`config.mk`:
```
export PLATFORM = sky130hd
export DESIGN_NAME = swire_chunk_engine
export DESIGN_NICKNAME = d
export VERILOG_FILES = /design/src/rtl/swire_chunk_engine.sv
export SDC_FILE = /design/constraint.sdc
export NUM_CORES = 1
export LEC_CHECK = 0
export BUFFER_PORTS_ARGS = -buffer_cell sky130_fd_sc_hd__buf_2
export CAP_MARGIN = 20
export CELL_PAD_IN_SITES_DETAIL_PLACEMENT = 2
export CELL_PAD_IN_SITES_GLOBAL_PLACEMENT = 2
export CORE_ASPECT_RATIO = 0.6
export CORE_MARGIN = 2
export CORE_UTILIZATION = 35
export CTS_CLUSTER_SIZE = 30
export DETAILED_ROUTE_END_ITERATION = 12
export PLACE_DENSITY = 0.9
export SETUP_SLACK_MARGIN = 0.05
export SYNTH_ARGS = -nofsm -noshare
export SYNTH_HDL_FRONTEND = slang
export SYNTH_SLANG_ARGS = --single-unit
export TNS_END_PERCENT = 20
```
`constraint.sdc`:
```
create_clock -name clk -period 7.45 [get_ports clk]
set_clock_uncertainty 0.05 [all_clocks]
set_input_delay 0.745 -clock clk [delete_from_list [all_inputs] [get_ports clk]]
set_output_delay 0.745 -clock clk [all_outputs]
set_load 0.1 [all_outputs]
```
`src/rtl/swire_chunk_engine.sv`:
```
module swire_chunk_engine #(
  parameter int CLK_MHZ     = 16,
  parameter int BIT_US      = 6,
  parameter int BIT_CYC     = CLK_MHZ * BIT_US,
  parameter int SYNC_HI     = 4,
  parameter int WAIT_PERIODS = 5
) (
  input  logic       clk,
  input  logic       rst_n,
  input  logic       start,
  input  logic [1:0] op,
  input  logic [3:0] len,
  input  logic [7:0] tx_data,
  input  logic       pkt_clr,
  output logic       busy,
  output logic       done,
  output logic [7:0] rx_data,
  output logic       rx_perr,
  output logic       pkt_perr,
  output logic       line_oe,
  output logic       line_out,
  input  logic       line_in
);

  localparam int HALF1 = BIT_CYC / 2;
  localparam int HALF2 = BIT_CYC - HALF1;
  localparam int TMO   = WAIT_PERIODS * BIT_CYC;
  localparam int CW    = $clog2(TMO + 1);
  localparam logic [CW-1:0] LD_BIT = CW'(BIT_CYC - 1);
  localparam logic [CW-1:0] LD_H1  = CW'(HALF1 - 1);
  localparam logic [CW-1:0] LD_H2  = CW'(HALF2 - 1);
  localparam logic [CW-1:0] LD_HI  = CW'(SYNC_HI - 1);
  localparam logic [CW-1:0] TMO_END = CW'(TMO - 1);

  localparam logic [1:0] OP_TX = 2'd0, OP_RX = 2'd1, OP_S2R = 2'd2, OP_R2S = 2'd3;

  typedef enum logic [3:0] {
    S_IDLE, S_SYNC_LO, S_SYNC_HI, S_TX_BIT, S_WAIT_LO, S_WAIT_HI,
    S_ALIGN, S_RX_H1, S_RX_H2, S_TA_REL, S_R2S_WAIT, S_R2S_HALF
  } state_t;

  state_t        state;
  logic [1:0]    op_q;
  logic [3:0]    left;
  logic [8:0]    frame;
  logic [CW-1:0] cnt;
  logic          sy1, sy2;
  logic [7:0]    rx_sh;
  logic          par_acc, perr_tmp;
  logic          oe_q, out_q, done_q, rx_perr_q, pkt_perr_q;
  logic [7:0]    rx_data_q;

  wire [3:0] len_eff  = (len == 4'd0 || len > 4'd8) ? 4'd8 : len;
  wire [8:0] mask9    = (9'd1 << len_eff) - 9'd1;
  wire [7:0] tx_mask  = tx_data & mask9[7:0];
  wire       tx_par   = ^tx_mask;
  wire [8:0] frame_init = {tx_mask, tx_par} << (4'd8 - len_eff);
  wire       tick     = (cnt == '0);
  wire       pkt_base = pkt_clr ? 1'b0 : pkt_perr_q;

  assign busy     = (state != S_IDLE);
  assign done     = done_q;
  assign rx_data  = rx_data_q;
  assign rx_perr  = rx_perr_q;
  assign pkt_perr = pkt_perr_q;
  assign line_oe  = oe_q;
  assign line_out = out_q;

  always_ff @(posedge clk or negedge rst_n) begin
    if (!rst_n) begin
      sy1 <= 1'b1;
      sy2 <= 1'b1;
    end else begin
      sy1 <= line_in;
      sy2 <= sy1;
    end
  end

  always_ff @(posedge clk or negedge rst_n) begin
    if (!rst_n) begin
      state      <= S_IDLE;
      op_q       <= OP_TX;
      left       <= '0;
      frame      <= '0;
      cnt        <= '0;
      rx_sh      <= '0;
      par_acc    <= 1'b0;
      perr_tmp   <= 1'b0;
      oe_q       <= 1'b0;
      out_q      <= 1'b1;
      done_q     <= 1'b0;
      rx_data_q  <= '0;
      rx_perr_q  <= 1'b0;
      pkt_perr_q <= 1'b0;
    end else begin
      done_q     <= 1'b0;
      pkt_perr_q <= pkt_base;
      cnt        <= cnt - 1'b1;
      case (state)
        S_IDLE: begin
          if (start) begin
            op_q    <= op;
            left    <= len_eff + 4'd1;
            frame   <= frame_init;
            rx_sh   <= '0;
            par_acc <= 1'b0;
            if (op == OP_TX || op == OP_S2R) begin
              oe_q  <= 1'b1;
              out_q <= 1'b0;
              cnt   <= LD_BIT;
              state <= S_SYNC_LO;
            end else begin
              cnt   <= '0;
              state <= S_WAIT_LO;
            end
          end
        end
        S_SYNC_LO: if (tick) begin
          out_q <= 1'b1;
          cnt   <= (op_q == OP_TX) ? LD_HI : LD_H1;
          state <= S_SYNC_HI;
        end
        S_SYNC_HI: if (tick) begin
          if (op_q == OP_TX) begin
            out_q <= frame[8];
            frame <= frame << 1;
            cnt   <= LD_BIT;
            state <= S_TX_BIT;
          end else begin
            out_q <= 1'b0;
            oe_q  <= 1'b0;
            cnt   <= LD_H1;
            state <= S_TA_REL;
          end
        end
        S_TX_BIT: if (tick) begin
          if (left == 4'd1) begin
            out_q  <= 1'b0;
            done_q <= 1'b1;
            state  <= S_IDLE;
          end else begin
            left  <= left - 4'd1;
            out_q <= frame[8];
            frame <= frame << 1;
            cnt   <= LD_BIT;
          end
        end
        S_WAIT_LO: begin
          if (!sy2) begin
            state <= S_WAIT_HI;
          end else if (cnt == TMO_END) begin
            cnt   <= (op_q == OP_RX) ? LD_HI : LD_BIT;
            state <= (op_q == OP_RX) ? S_ALIGN : S_R2S_WAIT;
          end else begin
            cnt <= cnt + 1'b1;
          end
        end
        S_WAIT_HI: begin
          if (sy2) begin
            cnt   <= (op_q == OP_RX) ? LD_HI : LD_BIT;
            state <= (op_q == OP_RX) ? S_ALIGN : S_R2S_WAIT;
          end
        end
        S_ALIGN: if (tick) begin
          cnt   <= LD_H1;
          state <= S_RX_H1;
        end
        S_RX_H1: if (tick) begin
          if (left == 4'd1) begin
            perr_tmp <= sy2 ^ par_acc;
          end else begin
            rx_sh   <= {rx_sh[6:0], sy2};
            par_acc <= par_acc ^ sy2;
          end
          cnt   <= LD_H2;
          state <= S_RX_H2;
        end
        S_RX_H2: if (tick) begin
          if (left == 4'd1) begin
            rx_data_q  <= rx_sh;
            rx_perr_q  <= perr_tmp;
            pkt_perr_q <= pkt_base | perr_tmp;
            done_q     <= 1'b1;
            state      <= S_IDLE;
          end else begin
            left  <= left - 4'd1;
            cnt   <= LD_H1;
            state <= S_RX_H1;
          end
        end
        S_TA_REL: if (tick) begin
          done_q <= 1'b1;
          state  <= S_IDLE;
        end
        S_R2S_WAIT: if (tick) begin
          oe_q  <= 1'b1;
          out_q <= 1'b0;
          cnt   <= LD_H1;
          state <= S_R2S_HALF;
        end
        S_R2S_HALF: if (tick) begin
          done_q <= 1'b1;
          state  <= S_IDLE;
        end
        default: state <= S_IDLE;
      endcase
    end
  end

  AST_START_ACCEPT: assert property (@(posedge clk) disable iff (!rst_n)
    $rose(busy) |-> $past(start));
  AST_DONE_PULSE: assert property (@(posedge clk) disable iff (!rst_n)
    done |=> !done);
  AST_DONE_IDLE: assert property (@(posedge clk) disable iff (!rst_n)
    done |-> !busy);
  AST_SYNC_DRIVEN_LOW: assert property (@(posedge clk) disable iff (!rst_n)
    (state == S_SYNC_LO) |-> (line_oe && !line_out));
  AST_TX_LEAVES_LOW: assert property (@(posedge clk) disable iff (!rst_n)
    (done && op_q == OP_TX) |-> (line_oe && !line_out));
  AST_PKT_STICKY: assert property (@(posedge clk) disable iff (!rst_n)
    (pkt_perr && !pkt_clr) |=> pkt_perr);
  AST_S2R_RELEASED: assert property (@(posedge clk) disable iff (!rst_n)
    (done && op_q == OP_S2R) |-> !line_oe);
  AST_R2S_DRIVES: assert property (@(posedge clk) disable iff (!rst_n)
    (done && op_q == OP_R2S) |-> (line_oe && !line_out));
  AST_RX_HANDS_OFF: assert property (@(posedge clk) disable iff (!rst_n)
    (busy && op_q == OP_RX) |=> ($stable(line_oe) && $stable(line_out)));

endmodule

```
======== After elaboration in Yosys (flattened, before gate mapping) ========
Index checks and enable logic that the tools add are counted.
cells by class
  add/subtract/negate cells ............... 6
  magnitude comparators ................... 1
  equal/unequal tests ..................... 34
  shifts and indexed selects .............. 2
  muxes and demuxes ....................... 75
  bitwise logic cells ..................... 3
  reduce and logical (&&, ||, !) cells .... 26
operators by type and width
  operator                                          number
  two-way mux 9 bit                                 16
  two-way mux 4 bit                                 19
  one-hot mux 9 bit (8 select lines)                1
  one-hot mux 4 bit (11 select lines)               1
  inequality test 2 bit, second input constant      16
  one-hot mux 9 bit (3 select lines)                1
  two-way mux 8 bit                                 3
  two-way mux 1 bit                                 22
  two-way mux 7 bit                                 3
  == test 4 x 3 -> 1 bit, second input constant     4
  == test 4 bit, second input constant              4
  one-hot mux 8 bit (2 select lines)                1
  AND reduction 12 bit                              1
  AND reduction 6 bit                               2
  adder 9 x 1 -> 9 bit, second input constant       1
  == test 9 bit, second input constant              1
  zero test 9 bit                                   1
  left shift 9 x 4 -> 9 bit                         1
  subtractor 9 x 1 -> 9 bit, second input constant  1
  bitwise AND 8 bit                                 1
  == test 4 x 1 -> 1 bit, second input constant     2
  == test 4 x 2 -> 1 bit, second input constant     2
  zero test 4 bit                                   2
  one-hot mux 4 bit (2 select lines)                1
  other kinds (30)                                  40
word-level totals
  register bits ........................... 53
  bits of input ports ..................... 19
  output and inout port bits .............. 14
  word-level logic and storage cells ...... 163

======== Depth between registers and ports, before layout ========
Gate-level depths: netlist of the first run.
  depth in word-level cells ............... 10
  gate-level depth with buffers ........... 15

======== Worst setup path before layout of the first run ========
No wires, ideal clock.
  path kind ............................... in2reg
  start point ............................. in len[3]
  end point ............................... reg frame[6]
  arrival ................................. 3940 ps
  required time ........................... 7275 ps
  setup slack ............................. 3335 ps
  stages .................................. 15
  buffers on the path ..................... 2
  cells stage by stage .................... buf_6 -> nor2b_1 -> inv_1 -> clkbuf_1 -> ha_1 -> ha_1 -> nand3_1 -> ha_1 -> or4_4 -> a21boi_2 -> xnor2_1 -> xnor3_1 -> xnor3_2 -> a221oi_2 -> nor3_1
on the way
  cells in the longest elaborated chain, start to end .. 10
  elaborated cells on any way between the ends .. 12
  classes of those cells .................. add/sub: 2; order compare: 1; shift: 2; mux: 3; bitwise: 1; reduce/logical: 3
RTL lines
  item                                                   RTL line  RTL
  start, declared                                        12        input logic [3:0] len,
  > comparator 4 bit or zero test 4 bit (tied branches)  53        wire [3:0] len_eff = (len == 4'd0 || len > 4'd8) ? 4'd8 : len;
  logical OR 1 bit                                       53
  two-way mux 4 bit *                                    53
  left shift 1 x 4 -> 8 bit                              54        wire [8:0] mask9 = (9'd1 << len_eff) - 9'd1;
  subtractor 8 x 1 -> 8 bit                              54
  bitwise AND 8 bit                                      55        wire [7:0] tx_mask = tx_data & mask9[7:0];
  XOR reduction 8 bit                                    56        wire tx_par = ^tx_mask;
  left shift 9 x 4 -> 9 bit *                            57        wire [8:0] frame_init = {tx_mask, tx_par} << (4'd8 - len_eff);
  two-way mux 9 bit *                                    101       if (start) begin
  one-hot mux 9 bit (3 select lines) *                   99        case (state)
  end signal, assigned                                   104       frame <= frame_init;
  end signal, assigned                                   126       frame <= frame << 1;
  end signal, assigned                                   144       frame <= frame << 1;
  end, declared                                          45        logic [8:0] frame;
Every way passes the cells marked *; elsewhere a longest branch is shown, timed or not. The select of a mux whose other input is x is not followed.
A chain may end at the register's enable or synchronous reset.

======== Worst setup path after layout of the first run ========
Ends and elaborated chain as after synthesis.

==> summary.txt, run 1 <==
Timing
  • Pins Over Slew Limit: 0
  • Max_slew headroom: 0.371
  • # setup viols final: 0
  • Final worst-path cycle share: 0.636
  • Final WS setup: between 2000 and 3000 ps
  • Setup TNS Final: 0 ps
  • Worst-Margin Slew: between 900 and 1000 ps
  • RSZ-0062 raised after global routing: false
  • Tmin final: around 4700 ps
  • Worst hold slack: between 300 and 400 ps
  • Final hold viol count: 0
  • FMAX: roughly 0.21 GHz

Global route
  • First-pass GRT wire length: 24.1 mm
  • Vias in the first global route: 4307
  • Largest net degree at the start of global routing: 54
  • Most Crowded Layer GR: met2
  • Initial antenna violation count: 1
  • GRT overflow: 0
  • Gr usage total: 0.250
  • Grt met3 use: 0.0392
  • Met2 GRT Util: 0.389
  • Met1 Use GR: 0.367

Outcome
  • Outcome: completed

Drt
  • DRC: 0
  • DRT iter0 DRCs: between 300 and 400
  • Via-per-instance ratio: ~6
  • ANT nets after route: 0
  • Wire length per cell: 21.4 um
  • Vias post-DR: about 4.0k
  • WL final: around 14 mm
  • DRT Pass-1 Iters: 4

Floorplanning
  • Die Ht: slightly below 90 um
  • Rows: 30
  • Initial Util: 0.357
  • I/O Pins: 33
  • Area of the die: 0.0123 mm^2
  • Placeable Area: about 0.011 mm^2
  • Horiz. Die Dim: approximately 140 um

Synth
  • Synth top cells by count: nand2_1 (60), nor2_1 (57), dfrtp_1 (50)
  • Post-Syn Nets: approximately 550
  • Synth area leaders: dfrtp_1 (31%), nand2_1 (5.6%), o21ai_0 (5.6%)
  • Dominant cell type by area after synthesis: dfrtp_1
  • Ys Warns: 0
  • Yosys cell types: 61
  • Mapped Cells: just over 500
  • Top-area cell type share of the netlist area: 0.313
  • Mean Syn Cell Area: approximately 7.8 um^2
  • Number of synthesized register bits: 53
  • Post-synth ARST share: 1.00
  • EDFF count, synth: 0
  • Main synth FF type: dfrtp_1
  • Sequential fraction of the synthesis area: 0.332
  • Post-Syn Area: approximately 0.004 mm^2
  • Most instantiated library cell after synthesis: nand2_1

Worst hold path
  • Hold Path Class: flop to flop

Pwr
  • Max rail drop VDD: ~0.12 mV
  • Total power density per cell area: roughly 390 mW/mm^2
  • Comb pwr share: 0.561
  • Internal: 824 uW
  • Switching power: around 900 uW
  • Part of the power in registers: 0.285
  • Sw Ratio: 0.517
  • Power share of the clock group: 0.153
  • LEAKAGE: about 1.9 nW
  • Total Power: roughly 1.7 mW

Clock tree
  • Root buf cell: clkbuf_16
  • Max clock buf depth: 2
  • CTS H-tree depth: 2
  • CTS Hold Buffers Added: 0
  • CTS Buf Count: 5
  • Clk slew on worst S/H paths: 80 ps
  • Later-pin clock latency in the skew report: between 300 and 400 ps
  • Post-cts sizing count: 0
  • Sinks on the clock net: 53
  • CTS tree: built
  • Setup bufs post-CTS: 0

Final layout
  • Final Non-Filler Cells: 672
  • Area growth syn-to-layout: 10.1%
  • Nets: about 560
  • Share of layout cells above drive strength 1: 0.129
  • Antenna diodes: 0
  • Post-route cell area: 0.00441 mm^2
  • Final Util: 0.393

Place
  • Placed Instance Area: 0.00425 mm^2
  • IO buf count: 32
  • Placed Cells: about 660
  • HPWL after DPL: 10.6 mm
  • Final GP Congestion: around 0.96
  • Pre-CTS setup slack: around 2600 ps

Run
  • Max-cap violations: 0

Critical path
  • Endpoint class of the critical path: flop
  • Startpoint types: input port
  • Crit path DAT: just under 5000 ps
  • Max FO, Critical Path: 14
  • Worst Path Required: around 7600 ps
  • WS Path Type: input port to flop
==> layout by cell type, fill, tap and decap left out, types with 3 or more instances in the layout <==
cell type / Yosys / routed
nand2_1: 60 / 60
mux2_2: 10 / 10
nor2_1: 57 / 57
buf_2: 1 / 32
o21a_1: 4 / 4
nor2b_1: 9 / 9
nand3_1: 21 / 21
o22ai_1: 8 / 8
o31ai_1: 8 / 8
a31oi_1: 9 / 9
clkbuf_16: 0 / 5
o221ai_1: 3 / 3
mux2i_1: 6 / 6
a21o_1: 3 / 3
nor4_1: 3 / 3
o211ai_1: 3 / 3
o41ai_1: 4 / 4
or2_2: 3 / 3
a211oi_1: 5 / 5
nor3_1: 21 / 21
dfstp_2: 3 / 3
nand2b_1: 11 / 11
ha_1: 12 / 12
or3_1: 4 / 4
xor2_1: 5 / 5
a22oi_1: 4 / 4
nor3b_1: 3 / 3
a22o_1: 4 / 4
a21oi_1: 39 / 39
o21ai_0: 45 / 45
buf_4: 0 / 6
a21boi_0: 4 / 4
inv_1: 19 / 19
nand4_1: 4 / 4
xnor2_1: 8 / 8
dfrtp_1: 50 / 50
==> routing by layer <==
| metal | vias up | part of all wire |
|---|---|---|
| met2 | 83 | 0.45 |
| li1 | 1873 | - |
| met5 | - | 0 |
| met3 | 17 | 0.049 |
| met1 | 2073 | 0.49 |
| met4 | 0 | 0.016 |
==> critical path, cell delays in order <==
cell and delay, ps:
buf_2 190, nor2b_1 80, buf_4 200, inv_1 390, ha_1 270, ha_1 230
nand3_1 230, ha_1 350, a2111oi_0 630, nor3_1 190, xnor3_1 400, xnor3_2 500
a221oi_2 370, nor3_1 100
==> power by group through the flow <==
stage,sequential (mW),combinational (mW),clock [mW]
final,0.487,0.957,0.261
after global routing,0.502,1.06,0.277
after CTS,0.484,0.950,0.265
after detailed placement,0.487,0.935,0
after global placement,0.477,0.868,0
after floorplan,0.457,0.698,0
==> flip-flops by register name, indices dropped and copies added (netlist names), 2 cells and up <==
register and count:
rx_data 8, cnt 9, op_q 2, left 4, state 4, frame 9
rx_sh 8
==> cells by family (layout without fill, tap and decap cells) <==
group / Yosys count / in the layout / synth area share
fa+ha+maj: 12 / 12 / 0.0375
xor+xnor: 15 / 15 / 0.0400
flops: 53 / 53 / 0.332
buf+inv: 52 / 65 / 0.0513
simple gates: 207 / 207 / 0.242
compound gates: 160 / 160 / 0.253
mux: 16 / 16 / 0.0432
==> final timing paths <==
| check | slack [ps] | end | start | cells past startpoint |
|---|---|---|---|---|
| setup / recovery | 2710 | frame[6] | len[3] | 14 |
| min in group asynchronous | 490 | cnt[4] | rst_n | 2 |
| hold reg to reg | 310 | sy2 | sy1 | 0 |
| max in group asynchronous | 6330 | cnt[5] | rst_n | 2 |
| setup reg to reg | 4100 | left[2] | cnt[0] | 8 |
| hold / removal | 310 | sy2 | sy1 | 0 |
==> layout make-up <==
cell class / instances / area, um^2
Sequential cell: 53 / 1330
Fill cell: 1312 / 6820
Clock inverter: 3 / 28.8
Multi-Input combinational cell: 410 / 2470
Timing Repair Buffer: 38 / 205
Tap cell: 144 / 180
Clock buffer: 5 / 125
Inverter: 19 / 71.3
Power figures use the tool's default switching activity.
==> run 2, diff against run 1 <==
==> constraint.sdc (replaced) <==
create_clock -name clk -period 4.4 [get_ports clk]
set_clock_uncertainty 0.05 [all_clocks]
set_input_delay 0.44 -clock clk [delete_from_list [all_inputs] [get_ports clk]]
set_output_delay 0.44 -clock clk [all_outputs]
set_load 0.1 [all_outputs]
==> run 2 against run 1 <==
Effect of this change:
- global-route usage rose by 1.1 points
- combinational power rose by 77%
- via count rose by 2.8%
- critical path depth did not move
- sequential power rose by 71%
- sequential cell count did not move
- largest power group unchanged
==> summary.txt, run 2 (synthesized netlist as in run 1, its figures left out) <==
Clock tree
  • Post-cts sizing count: 0
  • Setup bufs post-CTS: 0
  • Clk slew on worst S/H paths: ~80 ps
  • Max clock buf depth: 2
  • CTS Buf Count: 5
  • CTS Hold Buffers Added: 0
  • Sinks on the clock net: 53
  • Root buf cell: clkbuf_16
  • CTS tree: built
  • CTS H-tree depth: 2
  • Later-pin clock latency in the skew report: 310 ps

Timing
  • Tmin final: 3910 ps
  • Pins Over Slew Limit: 0
  • RSZ-0062 raised after global routing: false
  • Worst hold slack: ~180 ps
  • Final WS setup: 489 ps
  • Max_slew headroom: 0.321
  • Final hold viol count: 0
  • Final worst-path cycle share: 0.889
  • Worst-Margin Slew: around 1000 ps
  • # setup viols final: 0
  • FMAX: 0.256 GHz
  • Setup TNS Final: 0 ps

Pwr
  • Max rail drop VDD: 0.222 mV
  • Total Power: around 3.0 mW
  • Total power density per cell area: between 600 and 700 mW/mm^2
  • LEAKAGE: around 1.9 nW

Floorplanning
  • Initial Util: 0.357
  • Area of the die: ~0.012 mm^2
  • Horiz. Die Dim: about 140 um
  • Rows: 30
  • Die Ht: 86.8 um
  • I/O Pins: 33
  • Placeable Area: 0.0112 mm^2

Final layout
  • Share of layout cells above drive strength 1: 0.134
  • Nets: 561
  • Most frequent cells in the layout: nand2_1 (60), nor2_1 (57), dfrtp_1 (50)
  • Antenna diodes: 0
  • Area growth syn-to-layout: 10.7%
  • Most common cell after layout, fill and taps aside: nand2_1
  • Biggest registers after layout: cnt: 9 flops, frame: 9 flops

Global route
  • Vias in the first global route: between 4k and 5k
  • First-pass GRT wire length: ~25 mm
  • Gr usage total: 0.262
  • Initial antenna violation count: 0
  • GRT overflow: 0
  • Largest net degree at the start of global routing: 54

Place
  • IO buf count: 32
  • Final GP Congestion: 0.970
  • Pre-CTS setup slack: between 200 and 250 ps
  • HPWL after DPL: approximately 11 mm

Critical path
  • Worst Path Buf+Inv: 2
  • Crit Reg-Reg Endpoint: par_acc
  • Worst Path Required: ~4500 ps
  • CP most frequent cell: ha_1
  • Max FO, Critical Path: 10
  • Top delay family on crit path: XOR/XNOR gates
  • Slowest CP cell: xnor3_2
  • WS Path Type: input port to flop
  • Endpoint class of the critical path: flop
  • Worst path cell trace: buf_2 > nor2b_1 > inv_1 > ha_1 > ha_1 > nand3_1 > ha_1 > o21ai_0 > a21boi_0 > nor3_1 > xnor3_1 > xnor3_2 > a221oi_2 > nor3_1
  • Crit path DAT: ~4100 ps
  • Startpoint types: input port
  • R2R setup slack: 1230 ps
  • R2R cell count: 9
  • Max incr delay on CP: roughly 490 ps
  • Worst r2r src: cnt[0]

Worst hold path
  • Cell depth of the worst hold path: 1
  • Worst Hold End: sy1
  • Hold Path Class: input port to flop
  • Startpoint of the lowest-slack hold path: line_in

Drt
  • WL final: between 15 and 20 mm
  • Wire length per cell: between 20 and 25 um
  • DRT iter0 DRCs: between 200 and 250
  • ANT nets after route: 0
  • DRC: 0
  • Via-per-instance ratio: between 6 and 7
  • DRT Pass-1 Iters: 5
  • Vias post-DR: 4159

Run
  • Max-cap violations: 0

Outcome
  • Outcome: completed
run 2: cell types whose count changed in the layout (fill, tap and decap cells not counted), sizes merged:
cell and delta:
buf +3, clkinvlp +1, clkbuf +1, inv -1, clkinv -1
run 2: worst max-delay path by stage:
| stage | from | endpoint | slack [ps] | cells past startpoint |
|---|---|---|---|---|
| floorplan | len[3] | frame[6] | 590 | 15 |
| global placement | len[3] | frame[6] | 590 | 14 |
| detailed placement | len[3] | frame[6] | 240 | 14 |
| CTS | len[3] | frame[6] | 550 | 14 |
| global route | len[3] | frame[5] | 190 | 14 |
| finish | len[3] | frame[6] | 490 | 14 |
run 2: stage by stage:
stage | cell area (um^2) | std cells | util
detailed placement | 4280 | 667 | 0.381
global placement | 4280 | 667 | 0.381
finish | 4430 | 675 | 0.395
CTS | 4430 | 675 | 0.395
global route | 4430 | 675 | 0.395
floorplan | 4000 | 515 | -
run 2: final cells by class:
type / count / area, um^2
multi-input cells: 410 / 2470
repair buffers: 41 / 228
fillers: 1315 / 6790
inverters: 19 / 71.3
well taps: 144 / 180
flip-flops and latches: 53 / 1330
clock buffers: 6 / 139
clock inverters: 2 / 16.3
run 2: metal layers:
layer	vias to the layer above	track usage	wire [um]
met4	0	0.0536	223
met3	30	0.0392	513
met1	2163	0.371	7550
met5	-	0	0
met2	93	0.426	7010
li1	1873	-	-
run 2: where the power goes:
group	switching (mW)	internal [mW]
clock network	0.208	0.230
logic	1.12	0.567
registers	0.212	0.622
total	1.54	1.42
